==> config.mk <==
export PLATFORM = sky130hd
export DESIGN_NAME = split_mem_unit
export DESIGN_NICKNAME = d
export VERILOG_FILES = /design/src/rtl/split_pkg.sv /design/src/rtl/split_planner.sv /design/src/rtl/split_rd_merge.sv /design/src/rtl/split_ctrl.sv /design/src/rtl/split_mem_unit.sv
export SDC_FILE = /design/constraint.sdc
export NUM_CORES = 1
export LEC_CHECK = 0
export BUFFER_PORTS_ARGS = -buffer_cell sky130_fd_sc_hd__buf_4
export CAP_MARGIN = 20
export CORE_ASPECT_RATIO = 0.5
export CORE_UTILIZATION = 33
export DETAILED_ROUTE_END_ITERATION = 16
export SETUP_SLACK_MARGIN = 0.5
export SLEW_MARGIN = 20
export SYNTH_ARGS = -nofsm -noshare
export SYNTH_HDL_FRONTEND = slang
export SYNTH_SLANG_ARGS = --single-unit
==> constraint.sdc <==
create_clock -name clk -period 13.7 [get_ports clk]
set_input_delay 0 -clock clk [delete_from_list [all_inputs] [get_ports clk]]
set_output_delay 0 -clock clk [all_outputs]
set_load 0.05 [all_outputs]
==> src/rtl/split_pkg.sv <==
package split_pkg;

  typedef enum logic [2:0] {
    CMD_READ       = 3'd0,
    CMD_LOAD_LOCK  = 3'd1,
    CMD_WRITE      = 3'd2,
    CMD_STORE_COND = 3'd3,
    CMD_SWAP       = 3'd4
  } mem_cmd_e;

  typedef enum logic [2:0] {
    ST_IDLE,
    ST_ISSUE,
    ST_RETRY,
    ST_WAIT,
    ST_DONE
  } ctrl_st_e;

  // locked form wins over swap for writes
  function automatic mem_cmd_e pick_cmd(input logic wr, input logic lk, input logic sw);
    if (!wr) return lk ? CMD_LOAD_LOCK : CMD_READ;
    if (lk) return CMD_STORE_COND;
    if (sw) return CMD_SWAP;
    return CMD_WRITE;
  endfunction

  function automatic logic is_atomic(input logic wr, input logic lk, input logic sw);
    return lk | (wr & sw);
  endfunction

endpackage

==> src/rtl/split_planner.sv <==
module split_planner
  import split_pkg::*;
#(
  parameter int ADDR_W      = 16,
  parameter int BLOCK_BYTES = 8,
  parameter int SZ_W        = 4
) (
  input  logic [ADDR_W-1:0] addr,
  input  logic [SZ_W-1:0]   size,
  input  logic              wr,
  input  logic              lk,
  input  logic              sw,
  input  logic              pf,
  input  logic              noacc,
  input  logic              flt_lo,
  input  logic              flt_hi,
  output logic              crosses,
  output logic [SZ_W-1:0]   size0,
  output logic [SZ_W-1:0]   size1,
  output logic [ADDR_W-1:0] addr1,
  output mem_cmd_e          cmd,
  output logic              err_atomic,
  output logic              fault,
  output logic              fault_hi,
  output logic              bypass
);

  localparam logic [ADDR_W-1:0] OFF_MASK = ADDR_W'(BLOCK_BYTES - 1);

  // start of the block that holds the last byte of the access
  function automatic logic [ADDR_W-1:0] split_point(input logic [ADDR_W-1:0] a,
                                                    input logic [SZ_W-1:0] s);
    return (a + ADDR_W'(s) - ADDR_W'(1)) & ~OFF_MASK;
  endfunction

  logic [ADDR_W-1:0] sp;
  logic              f_lo, f_hi;

  always_comb begin
    sp         = split_point(addr, size);
    crosses    = sp > addr;
    size0      = crosses ? SZ_W'(sp - addr) : size;
    size1      = size - size0;
    addr1      = sp;
    cmd        = pick_cmd(wr, lk, sw);
    err_atomic = crosses & is_atomic(wr, lk, sw);
    f_lo       = flt_lo;
    f_hi       = crosses & flt_hi;
    fault      = !err_atomic && !pf && (f_lo || f_hi);
    fault_hi   = !f_lo;
    bypass     = err_atomic | f_lo | f_hi | noacc;
  end

endmodule

==> src/rtl/split_rd_merge.sv <==
module split_rd_merge #(
  parameter int MAX_BYTES = 8,
  parameter int SZ_W      = 4,
  localparam int DATA_W   = 8 * MAX_BYTES
) (
  input  logic              clk,
  input  logic              rst_n,
  input  logic              clear,
  input  logic              load,
  input  logic              tag,
  input  logic [SZ_W-1:0]   size0,
  input  logic [SZ_W-1:0]   size1,
  input  logic [DATA_W-1:0] din,
  output logic [DATA_W-1:0] rdata
);

  logic [DATA_W-1:0] shifted;
  logic [SZ_W:0]     lo, hi;
  logic [7:0]        rbuf [MAX_BYTES];

  function automatic logic in_window(input int idx, input logic [SZ_W:0] a, input logic [SZ_W:0] b);
    return (idx >= int'(a)) && (idx < int'(b));
  endfunction

  always_comb begin
    shifted = tag ? (din << {size0, 3'b000}) : din;
    lo      = tag ? {1'b0, size0} : '0;
    hi      = tag ? ({1'b0, size0} + {1'b0, size1}) : {1'b0, size0};
  end

  for (genvar i = 0; i < MAX_BYTES; i++) begin : g_byte
    always_ff @(posedge clk) begin
      if (!rst_n || clear) rbuf[i] <= 8'h00;
      else if (load && in_window(i, lo, hi)) rbuf[i] <= shifted[8*i +: 8];
    end
    assign rdata[8*i +: 8] = rbuf[i];
  end

endmodule

==> src/rtl/split_ctrl.sv <==
module split_ctrl
  import split_pkg::*;
#(
  parameter int ADDR_W = 16,
  parameter int SZ_W   = 4,
  parameter int DATA_W = 64
) (
  input  logic              clk,
  input  logic              rst_n,
  input  logic              req_fire,
  input  logic [ADDR_W-1:0] in_addr0,
  input  logic [ADDR_W-1:0] in_addr1,
  input  logic [SZ_W-1:0]   in_size0,
  input  logic [SZ_W-1:0]   in_size1,
  input  logic [DATA_W-1:0] in_wdata,
  input  mem_cmd_e          in_cmd,
  input  logic              in_crosses,
  input  logic              in_err,
  input  logic              in_fault,
  input  logic              in_fault_hi,
  input  logic              in_bypass,
  input  logic              mem_req_ready,
  input  logic              mem_retry,
  input  logic              mem_rsp_valid,
  input  logic              mem_rsp_nack,
  input  logic              mem_rsp_tag,
  output logic              idle,
  output logic              done,
  output logic              mem_req_valid,
  output logic              cur_tag,
  output logic [ADDR_W-1:0] lat_addr0,
  output logic [ADDR_W-1:0] lat_addr1,
  output logic [SZ_W-1:0]   lat_size0,
  output logic [SZ_W-1:0]   lat_size1,
  output logic [DATA_W-1:0] lat_wdata,
  output mem_cmd_e          lat_cmd,
  output logic              lat_err,
  output logic              lat_fault,
  output logic              lat_fault_hi,
  output logic              ev_good_rsp,
  output logic              is_read
);

  ctrl_st_e   state, state_n;
  logic [1:0] pend, pend_n;
  logic [1:0] outs, outs_n;
  logic       in_flight, ev_accept, ev_refuse, ev_nack;

  function automatic logic [1:0] tag_bit(input logic t);
    return t ? 2'b10 : 2'b01;
  endfunction

  always_comb begin
    idle          = state == ST_IDLE;
    done          = state == ST_DONE;
    mem_req_valid = state == ST_ISSUE;
    cur_tag       = ~pend[0];
    in_flight     = (state == ST_ISSUE) || (state == ST_RETRY) || (state == ST_WAIT);
    ev_accept     = mem_req_valid && mem_req_ready;
    ev_refuse     = mem_req_valid && !mem_req_ready;
    ev_good_rsp   = in_flight && mem_rsp_valid && !mem_rsp_nack;
    ev_nack       = in_flight && mem_rsp_valid && mem_rsp_nack;
    is_read       = (lat_cmd == CMD_READ) || (lat_cmd == CMD_LOAD_LOCK);
  end

  always_comb begin
    state_n = state;
    pend_n  = (pend & ~(ev_accept ? tag_bit(cur_tag) : 2'b00)) |
              (ev_nack ? tag_bit(mem_rsp_tag) : 2'b00);
    outs_n  = outs - 2'(ev_good_rsp);
    case (state)
      ST_IDLE: begin
        pend_n = '0;
        outs_n = '0;
        if (req_fire) begin
          if (in_bypass) state_n = ST_DONE;
          else begin
            pend_n  = in_crosses ? 2'b11 : 2'b01;
            outs_n  = in_crosses ? 2'd2 : 2'd1;
            state_n = ST_ISSUE;
          end
        end
      end
      ST_ISSUE: begin
        if (ev_refuse) state_n = ST_RETRY;
        else if (outs_n == 2'd0) state_n = ST_DONE;
        else if (pend_n == 2'b00) state_n = ST_WAIT;
      end
      ST_RETRY: if (mem_retry) state_n = ST_ISSUE;
      ST_WAIT: begin
        if (outs_n == 2'd0) state_n = ST_DONE;
        else if (pend_n != 2'b00) state_n = ST_ISSUE;
      end
      ST_DONE: state_n = ST_IDLE;
      default: state_n = ST_IDLE;
    endcase
  end

  always_ff @(posedge clk) begin
    if (!rst_n) begin
      state        <= ST_IDLE;
      pend         <= '0;
      outs         <= '0;
      lat_addr0    <= '0;
      lat_addr1    <= '0;
      lat_size0    <= '0;
      lat_size1    <= '0;
      lat_wdata    <= '0;
      lat_cmd      <= CMD_READ;
      lat_err      <= 1'b0;
      lat_fault    <= 1'b0;
      lat_fault_hi <= 1'b0;
    end else begin
      state <= state_n;
      pend  <= pend_n;
      outs  <= outs_n;
      if (req_fire) begin
        lat_addr0    <= in_addr0;
        lat_addr1    <= in_addr1;
        lat_size0    <= in_size0;
        lat_size1    <= in_size1;
        lat_wdata    <= in_wdata;
        lat_cmd      <= in_cmd;
        lat_err      <= in_err;
        lat_fault    <= in_fault;
        lat_fault_hi <= in_fault && in_fault_hi;
      end
    end
  end

  // a refused offer is withdrawn on the next cycle
  assert_withdraw_on_refuse_R6: assert property (@(posedge clk) disable iff (!rst_n)
    (mem_req_valid && !mem_req_ready) |=> !mem_req_valid);

  // no offer while waiting for the retry pulse
  assert_hold_until_retry_R6: assert property (@(posedge clk) disable iff (!rst_n)
    (state == ST_RETRY && !mem_retry) |=> !mem_req_valid);

  // the merged response only goes out with nothing outstanding
  assert_count_drained_R5: assert property (@(posedge clk) disable iff (!rst_n)
    done |-> (outs == 2'd0 && pend == 2'b00));

  // never more than two fragments tracked
  assert_count_bound_R5: assert property (@(posedge clk) disable iff (!rst_n)
    outs != 2'd3);

  // a nack never completes the access
  assert_nack_not_done_R7: assert property (@(posedge clk) disable iff (!rst_n)
    (in_flight && mem_rsp_valid && mem_rsp_nack) |=> !done);

  // no-traffic requests finish in the next cycle
  assert_bypass_fast_R10: assert property (@(posedge clk) disable iff (!rst_n)
    (req_fire && in_bypass) |=> done);

endmodule

==> src/rtl/split_mem_unit.sv <==
module split_mem_unit
  import split_pkg::*;
#(
  parameter int ADDR_W      = 16,
  parameter int BLOCK_BYTES = 8,
  parameter int MAX_BYTES   = 8,
  localparam int DATA_W     = 8 * MAX_BYTES,
  localparam int SZ_W       = $clog2(MAX_BYTES + 1)
) (
  input  logic              clk,
  input  logic              rst_n,
  input  logic              req_valid,
  output logic              req_ready,
  input  logic [ADDR_W-1:0] req_addr,
  input  logic [SZ_W-1:0]   req_size,
  input  logic [DATA_W-1:0] req_wdata,
  input  logic              req_write,
  input  logic              req_locked,
  input  logic              req_swap,
  input  logic              req_prefetch,
  input  logic              req_no_access,
  input  logic              req_fault_lo,
  input  logic              req_fault_hi,
  output logic              rsp_valid,
  output logic [DATA_W-1:0] rsp_rdata,
  output logic              rsp_err,
  output logic              rsp_fault,
  output logic              rsp_fault_hi,
  output logic              mem_req_valid,
  input  logic              mem_req_ready,
  output logic [ADDR_W-1:0] mem_req_addr,
  output logic [SZ_W-1:0]   mem_req_size,
  output logic [2:0]        mem_req_cmd,
  output logic [DATA_W-1:0] mem_req_wdata,
  output logic              mem_req_tag,
  input  logic              mem_retry,
  input  logic              mem_rsp_valid,
  input  logic              mem_rsp_nack,
  input  logic              mem_rsp_tag,
  input  logic [DATA_W-1:0] mem_rsp_rdata
);

  localparam logic [ADDR_W-1:0] OFF_MASK = ADDR_W'(BLOCK_BYTES - 1);

  function automatic logic [DATA_W-1:0] byte_mask(input logic [SZ_W-1:0] n);
    logic [DATA_W-1:0] m;
    for (int b = 0; b < MAX_BYTES; b++) m[8*b +: 8] = (b < int'(n)) ? 8'hFF : 8'h00;
    return m;
  endfunction

  logic              req_fire;
  logic              p_crosses, p_err, p_fault, p_fault_hi, p_bypass;
  logic [SZ_W-1:0]   p_size0, p_size1;
  logic [ADDR_W-1:0] p_addr1;
  mem_cmd_e          p_cmd;

  logic              c_idle, c_done, c_tag, c_good, c_read;
  logic [ADDR_W-1:0] l_addr0, l_addr1;
  logic [SZ_W-1:0]   l_size0, l_size1;
  logic [DATA_W-1:0] l_wdata;
  mem_cmd_e          l_cmd;
  logic              l_err, l_fault, l_fault_hi;
  logic              lo_sent;

  assign req_fire = req_valid && req_ready;

  split_planner #(
    .ADDR_W(ADDR_W), .BLOCK_BYTES(BLOCK_BYTES), .SZ_W(SZ_W)
  ) u_plan (
    .addr(req_addr), .size(req_size), .wr(req_write), .lk(req_locked),
    .sw(req_swap), .pf(req_prefetch), .noacc(req_no_access),
    .flt_lo(req_fault_lo), .flt_hi(req_fault_hi),
    .crosses(p_crosses), .size0(p_size0), .size1(p_size1), .addr1(p_addr1),
    .cmd(p_cmd), .err_atomic(p_err), .fault(p_fault), .fault_hi(p_fault_hi),
    .bypass(p_bypass)
  );

  split_ctrl #(
    .ADDR_W(ADDR_W), .SZ_W(SZ_W), .DATA_W(DATA_W)
  ) u_ctrl (
    .clk(clk), .rst_n(rst_n), .req_fire(req_fire),
    .in_addr0(req_addr), .in_addr1(p_addr1), .in_size0(p_size0), .in_size1(p_size1),
    .in_wdata(req_wdata), .in_cmd(p_cmd), .in_crosses(p_crosses), .in_err(p_err),
    .in_fault(p_fault), .in_fault_hi(p_fault_hi), .in_bypass(p_bypass),
    .mem_req_ready(mem_req_ready), .mem_retry(mem_retry),
    .mem_rsp_valid(mem_rsp_valid), .mem_rsp_nack(mem_rsp_nack), .mem_rsp_tag(mem_rsp_tag),
    .idle(c_idle), .done(c_done), .mem_req_valid(mem_req_valid), .cur_tag(c_tag),
    .lat_addr0(l_addr0), .lat_addr1(l_addr1), .lat_size0(l_size0), .lat_size1(l_size1),
    .lat_wdata(l_wdata), .lat_cmd(l_cmd), .lat_err(l_err), .lat_fault(l_fault),
    .lat_fault_hi(l_fault_hi), .ev_good_rsp(c_good), .is_read(c_read)
  );

  split_rd_merge #(
    .MAX_BYTES(MAX_BYTES), .SZ_W(SZ_W)
  ) u_merge (
    .clk(clk), .rst_n(rst_n), .clear(req_fire), .load(c_good && c_read),
    .tag(mem_rsp_tag), .size0(l_size0), .size1(l_size1), .din(mem_rsp_rdata),
    .rdata(rsp_rdata)
  );

  always_comb begin
    req_ready     = c_idle;
    rsp_valid     = c_done;
    rsp_err       = l_err;
    rsp_fault     = l_fault;
    rsp_fault_hi  = l_fault_hi;
    mem_req_tag   = c_tag;
    mem_req_cmd   = l_cmd;
    mem_req_addr  = c_tag ? l_addr1 : l_addr0;
    mem_req_size  = c_tag ? l_size1 : l_size0;
    mem_req_wdata = c_tag ? ((l_wdata >> {l_size0, 3'b000}) & byte_mask(l_size1))
                          : (l_wdata & byte_mask(l_size0));
  end

  // low fragment accepted at least once for the current access
  always_ff @(posedge clk) begin
    if (!rst_n || req_fire) lo_sent <= 1'b0;
    else if (mem_req_valid && mem_req_ready && !mem_req_tag) lo_sent <= 1'b1;
  end

  // each offer stays inside one block and is non-empty
  assert_within_block_R1: assert property (@(posedge clk) disable iff (!rst_n)
    mem_req_valid |-> (mem_req_size != '0 &&
      ((mem_req_addr & ~OFF_MASK) ==
       ((mem_req_addr + ADDR_W'(mem_req_size) - ADDR_W'(1)) & ~OFF_MASK))));

  // the high fragment never goes before the low one
  assert_low_first_R2: assert property (@(posedge clk) disable iff (!rst_n)
    (mem_req_valid && mem_req_tag) |-> lo_sent);

  // atomic commands only ever go out whole
  assert_atomic_whole_R4: assert property (@(posedge clk) disable iff (!rst_n)
    (mem_req_valid && (mem_req_cmd == CMD_LOAD_LOCK || mem_req_cmd == CMD_STORE_COND ||
                       mem_req_cmd == CMD_SWAP)) |-> (!mem_req_tag && l_size1 == '0));

  // no new access is taken while a response is going out
  assert_busy_on_rsp_R11: assert property (@(posedge clk) disable iff (!rst_n)
    rsp_valid |-> !req_ready);

endmodule

Word-level counts from Yosys, hierarchy flattened:

Memory sizes are Yosys's and may differ from the RTL's.
Index checks and enable logic that the tools add are counted.
W data, S select, Z words.

* $add $sub $neg: 6
* multipliers: 0
* div/mod/pow operators: 0
* magnitude comparators: 33
* equality and inequality tests: 9
* shifts and indexed selects: 2
* multiplexer cells: 90
* bitwise gates (word level): 21
* reductions and logical operators: 43

Operators with widths (number)
* $mux W8: 24
* $and A64 B64 Y64: 2
* $mux W64: 2
* $shl A64 B7 Y64: 1
* $shr A64 B7 Y64: 1
* $mux W3: 14
* $lt A3 B4 Y1 const A: 8
* $mux W1: 32
* $logic_and A1 B1 Y1: 26
* $mux W2: 12
* $ge A3 B5 Y1 const A: 4
* $lt A3 B5 Y1 const A: 4
* $add A16 B4 Y16: 1
* $gt A16 B16 Y1: 1
* $lt A1 B4 Y1 const A: 4
* $lt A2 B4 Y1 const A: 4
* $mux W16: 1
* $sub A16 B1 Y16 const B: 1
* $mux W4: 3
* $or A1 B1 Y1: 12
* $pmux W3 S4: 1
* $ge A1 B5 Y1 const A: 2
* $ge A2 B5 Y1 const A: 2
* $lt A1 B5 Y1 const A: 2
* other kinds (23): 40

* flip-flop bits (word level): 114
* bits in latches: 0
* RAM bits: 64
* memory bits (read-only): 0
* bits of input ports: 163
* output and inout port bits: 158
* word-level logic and storage cells: 217
* memories: 1

Memories
* u_merge.rbuf: depth 8, bits a word 8, read ports 8, clocked after Yosys merged registers in 0, wr ports 8, RTL line split_rd_merge.sv:19 `logic [7:0] rbuf [MAX_BYTES];`

Depth between registers and ports, before layout:

* depth after elaboration: 12
* gate-level depth with buffers: 25
* depth with buffers taken out: 24

Cells and area by module:

From an unflattened synthesis, not the netlist that was laid out.

* cell total of the unflattened synthesis: 1385
* area total of the unflattened synthesis: 13230.2 um2

Modules (own cells, without submodules)
* split_rd_merge: times used 1, cells each 449, area an instance 5012.3 um2, seq. area each 1921.8 um2
* split_ctrl: times used 1, cells each 417, area an instance 4568.1 um2, seq. area each 2342.2 um2
* split_mem_unit: times used 1, cells each 334, area an instance 2322.2 um2, seq. area each 0.0 um2
* split_planner: times used 1, cells each 185, area an instance 1327.5 um2, seq. area each 0.0 um2

Least setup slack after synthesis:

Ideal clock, no wire load.

* path type: input port to flip-flop
* start point: in req_addr[2]
* end point: reg u_ctrl.lat_size1[2]
* setup time: 0.116 ns
* arrival: 4.355 ns
* data required time: 13.584 ns
* path slack: 9.229 ns
* cell stages on the path: 24
* path buffers: 1
* path through: inv_1 > ha_1 > inv_1 > ha_1 > nor2b_1 > a2111oi_4 > nor3_2 > nor3_2 > o22ai_2 > o41ai_1 > xor2_1 > ha_1 > and4_1 > nand4_1 > o211ai_1 > nor2b_1 > buf_2 > mux2i_1 > ha_1 > inv_1 > fa_1 > xnor2_1 > nand2_1 > o211a_1

* longest elaborated chain between the ends: 5
* elaborated cells between the ends (all ways): 6
* classes of those cells: 4 x add/sub; 1 x order compare; 1 x mux

Ends and longest elaborated chain
* start: declaration: RTL line split_mem_unit.sv:14 `input logic [ADDR_W-1:0] req_addr,`
* $add A16 B4 Y16: RTL line split_planner.sv:33 `return (a + ADDR_W'(s) - ADDR_W'(1)) & ~OFF_MASK;`
* $sub A16 B1 Y16: RTL line split_planner.sv:33
* named net p_addr1[15]: RTL line split_mem_unit.sv:54 `logic [ADDR_W-1:0] p_addr1;`
* $gt A16 B16 Y1: RTL line split_planner.sv:41 `crosses = sp > addr;`
* $mux W4: RTL line split_planner.sv:42 `size0 = crosses ? SZ_W'(sp - addr) : size;`
* named net p_size0[0]: RTL line split_mem_unit.sv:53 `logic [SZ_W-1:0] p_size0, p_size1;`
* $sub A4 B4 Y4: RTL line split_planner.sv:43 `size1 = size - size0;`
* end signal: assignment: RTL line split_ctrl.sv:121 `lat_size1 <= in_size1;`
* end: declaration: RTL line split_ctrl.sv:34 `output logic [SZ_W-1:0] lat_size1,`

The timed path passes the listed nets, and every way through them passes these cells.
A chain may end at the register's enable or synchronous reset.

Worst setup path after layout:

Ends and elaborated chain as after synthesis.

==> results.py <==
metrics = {
    "layout": {
        "postLayoutCellArea_um2": 17200,
        "syn_to_final_growth_pct": 41.3,
        "final_common_cell": "buf_4",
        "drive_gt1_frac": 0.236,
        "n_fill_cell": 3497,
        "num_antenna_cells": 0,
        "layout.nets": 2108,
        "layout_common_cells": "340 x buf_4, 276 x nand2_1, 166 x dlygate4sd3_1, 131 x nor2_1, 112 x dfxtp_1",
    },
    "setup_path": {
        "worstPathMaxFanout": 10,
        "end_kind": "register",
        "required_ns": 14.05,
        "critPathKind": "in -> reg",
        "crit_path_start_kind": "input pin",
        "crit_arrival_ns": 6.27,
    },
    "floorplanning": {
        "io_pins": 321,
        "die-area_um2": 37700,
        "die_w_um": 274,
        "rows": 49,
        "core_area_um2": 36100,
        "die_y_um": 138,
        "initial_core_util": 0.337,
    },
    "clock_tree": {
        "htreeDepth": 4,
        "clock_path_buffers": 2,
        "cts.sinks": 178,
        "cts_tree": "yes",
        "root_buffer": "clkbuf_16",
        "post-cts-setup-buffer-count": 0,
        "cts_buffers": 17,
        "clock_latency_ns": 0.47,
        "clk_pin_slew_ns": 0.07,
    },
    "place": {
        "post_dp_cell_area_um2": 14900,
        "finalWeightedCongestion": 0.927,
        "port_buffers": 320,
        "hpwl_um": 35500,
    },
    "grt": {
        "grtUsageTotal": 0.253,
        "grt_first_pass_wirelength_um": 72000,
        "grt_max_degree": 74,
        "antenna_found_initial": 0,
        "overflow": 0,
        "grt_pass1_vias": 11972,
    },
    "route": {
        "wire_per_inst_um": 20.5,
        "ant_nets": 0,
        "firstDrtPassIters": 8,
        "avgViaCountPerCell": 5.38,
        "drtIter0Drc": 1258,
        "finalWirelength_um": 49200,
        "routed-via-count": 12928,
        "drc": 0,
    },
    "logic_synthesis": {
        "ys.flop_type": "dfxtp_1",
        "ys_ff_latch": 178,
        "synth_area_per_cell_um2": 8.20,
        "ys_types": 82,
        "ys_warn_count": 0,
        "syn_area_um2": 12200,
        "postSynthCellCount": 1484,
        "synth_edf_count": 64,
        "syn_nets": 1687,
        "synthArstFlopShare": 0,
        "yosysSeqAreaShare": 0.346,
    },
    "sta": {
        "setup_viol": 0,
        "hold_viol": 0,
        "grt_setup_unrepaired": "no",
        "relSlewSlack": 0.204,
        "slew_violations": 0,
        "period_needed_ns": 5.92,
        "skew_ns": 0.0125,
        "fin_tns_setup_ns": 0,
        "fmax_mhz": 169,
        "tightestPinTransition_ns": 1.19,
        "period_share": 0.432,
    },
    "job": {
        "maxCapViolCount": 0,
    },
    "pwr": {
        "p_leak_uw": 0.00706,
        "powerDensity_nw_per_um2": 114,
        "ir_drop_uv": 92.2,
    },
    "run_status": {
        "status": "complete, no violations",
    },
    "hold_path": {
        "min_path_type": "in -> reg",
    },
}
## worst paths after layout
kind	from	end	slack, ns	depth (start not counted)
worst max-delay path	req_addr[2]	u_ctrl.lat_size1[2]$_SDFFE_PN0P_	7.78	25
worst min-delay path	req_size[1]	u_ctrl.lat_size0[1]$_SDFFE_PN0P_	0.02	3
worst max register to register	u_ctrl.lat_size0[0]$_SDFFE_PN0P_	u_merge.rbuf[6][6]$_SDFFCE_PN0P_	9.31	9
worst min register to register	u_ctrl.lat_addr0[0]$_SDFFE_PN0P_	u_ctrl.lat_addr0[0]$_SDFFE_PN0P_	0.46	2
## cells by family (layout without fill, tap and decap cells)
logic type / count (synthesis) / count (layout) / share of synthesized area
simple gates: 527 / 527 / 0.188
mux: 122 / 122 / 0.111
fa+ha+maj: 40 / 40 / 0.0424
compound gates: 444 / 444 / 0.250
buf+inv: 154 / 587 / 0.0493
flops: 178 / 178 / 0.346
xor+xnor: 19 / 19 / 0.0137
## what timing repair did
item,CTS,global route
gates resized for setup,0,0
hold endpoints to repair,154,0
endpoints found under the setup margin,0,0
hold buffers,166,0
## cell type report
| class | instances | area, µm² | share of cell area |
|---|---|---|---|
| sequential | 178 | 4210 | 0.245 |
| tap | 484 | 606 | 0.0352 |
| clock inverter | 8 | 101 | 0.00590 |
| inverter | 50 | 188 | 0.0109 |
| multi-input combinational | 1152 | 7380 | 0.429 |
| timing repair buffer | 506 | 4210 | 0.245 |
| clock buffer | 23 | 489 | 0.0285 |
## flip-flops by register name (all words and copies together) (netlist names), 3 cells and up
name and flops:
u_ctrl.lat_size0 4, u_ctrl.lat_wdata 64, u_ctrl.lat_cmd 3, u_merge.rbuf 64, u_ctrl.lat_size1 4, u_ctrl.lat_addr1 13
u_ctrl.state 3, u_ctrl.lat_addr0 16
## where the power goes
part / leakage (µW) / switching [µW] / total, µW / internal (µW)
Combinational: 0.00512 / 508 / 806 / 298
Clock: 0.000294 / 224 / 513 / 289
Sequential: 0.00164 / 52.4 / 647 / 594
Total: 0.00706 / 785 / 1970 / 1180
## synthesized netlist by cell type, types with 3 or more instances
cell type | count | area share
ha_1 | 38 | 0.039
a2bb2oi_1 | 8 | 0.0058
nand4_1 | 4 | 0.0021
clkbuf_1 | 75 | 0.023
mux4_2 | 5 | 0.0093
a21boi_0 | 90 | 0.056
o21ai_1 | 3 | 0.0012
mux2i_1 | 63 | 0.052
o21a_1 | 5 | 0.0031
nor3_2 | 3 | 0.0025
or3_1 | 4 | 0.0021
o31ai_1 | 3 | 0.0019
a22o_1 | 30 | 0.022
inv_1 | 48 | 0.015
nand2_1 | 277 | 0.085
o22ai_1 | 48 | 0.025
nor2b_1 | 9 | 0.0046
edfxtp_1 | 64 | 0.16
a221oi_1 | 10 | 0.0072
xnor2_1 | 13 | 0.0094
o211ai_1 | 6 | 0.0037
a21o_1 | 7 | 0.0043
a22oi_1 | 28 | 0.017
buf_2 | 16 | 0.0066
nor2_1 | 132 | 0.041
xor2_1 | 6 | 0.0043
nand2b_1 | 15 | 0.0077
buf_1 | 12 | 0.0037
nor3_1 | 18 | 0.0074
a211oi_1 | 6 | 0.0037
and2_1 | 28 | 0.014
nand3_1 | 12 | 0.0049
a21oi_1 | 81 | 0.033
o21ai_0 | 78 | 0.032
a222oi_1 | 16 | 0.013
dfxtp_1 | 114 | 0.19
mux2_2 | 53 | 0.049
## layer usage
metal  up-vias  global-route usage  share of wire
met3        83              0.0478          0.065
met1      6158               0.328           0.43
met2       500               0.421           0.48
li1       6187                   -              -
met4         0              0.0906          0.028
met5         -                   0              0
## critical path: stages
cell	delay [ns]
dlygate4sd3_1	0.53
buf_4	0.15
inv_1	0.05
ha_1	0.26
inv_1	0.04
ha_1	0.27
nor2b_1	0.17
a2111oi_4	0.47
nor3_2	0.13
nor3_2	0.23
o22ai_2	0.15
o41ai_1	0.36
xor2_1	0.14
ha_1	0.31
and4_1	0.19
nand4_1	0.21
o211ai_1	0.51
nor2b_1	0.74
mux2i_1	0.33
ha_1	0.18
inv_1	0.06
fa_1	0.40
xnor2_1	0.17
nand2_1	0.07
o211a_1	0.15
## metrics by stage
stage | hold slack [ns] | std cells | power (µW) | worst slack [ns] | utilization
final | 0.0166 | 2401 | 1970 | 7.78 | 0.476
after global routing | 0.0320 | 2401 | 2050 | 7.38 | 0.476
after CTS | 0.00424 | 2401 | 1960 | 7.82 | 0.476
after detailed placement | 0.264 | 2204 | 1410 | 7.89 | 0.414
after global placement | 0.264 | 2204 | 1410 | 8.09 | 0.414
after floorplan | 0.145 | 1484 | 1150 | 9.23 | -
Note: power is estimated with default switching activity, not from simulation.
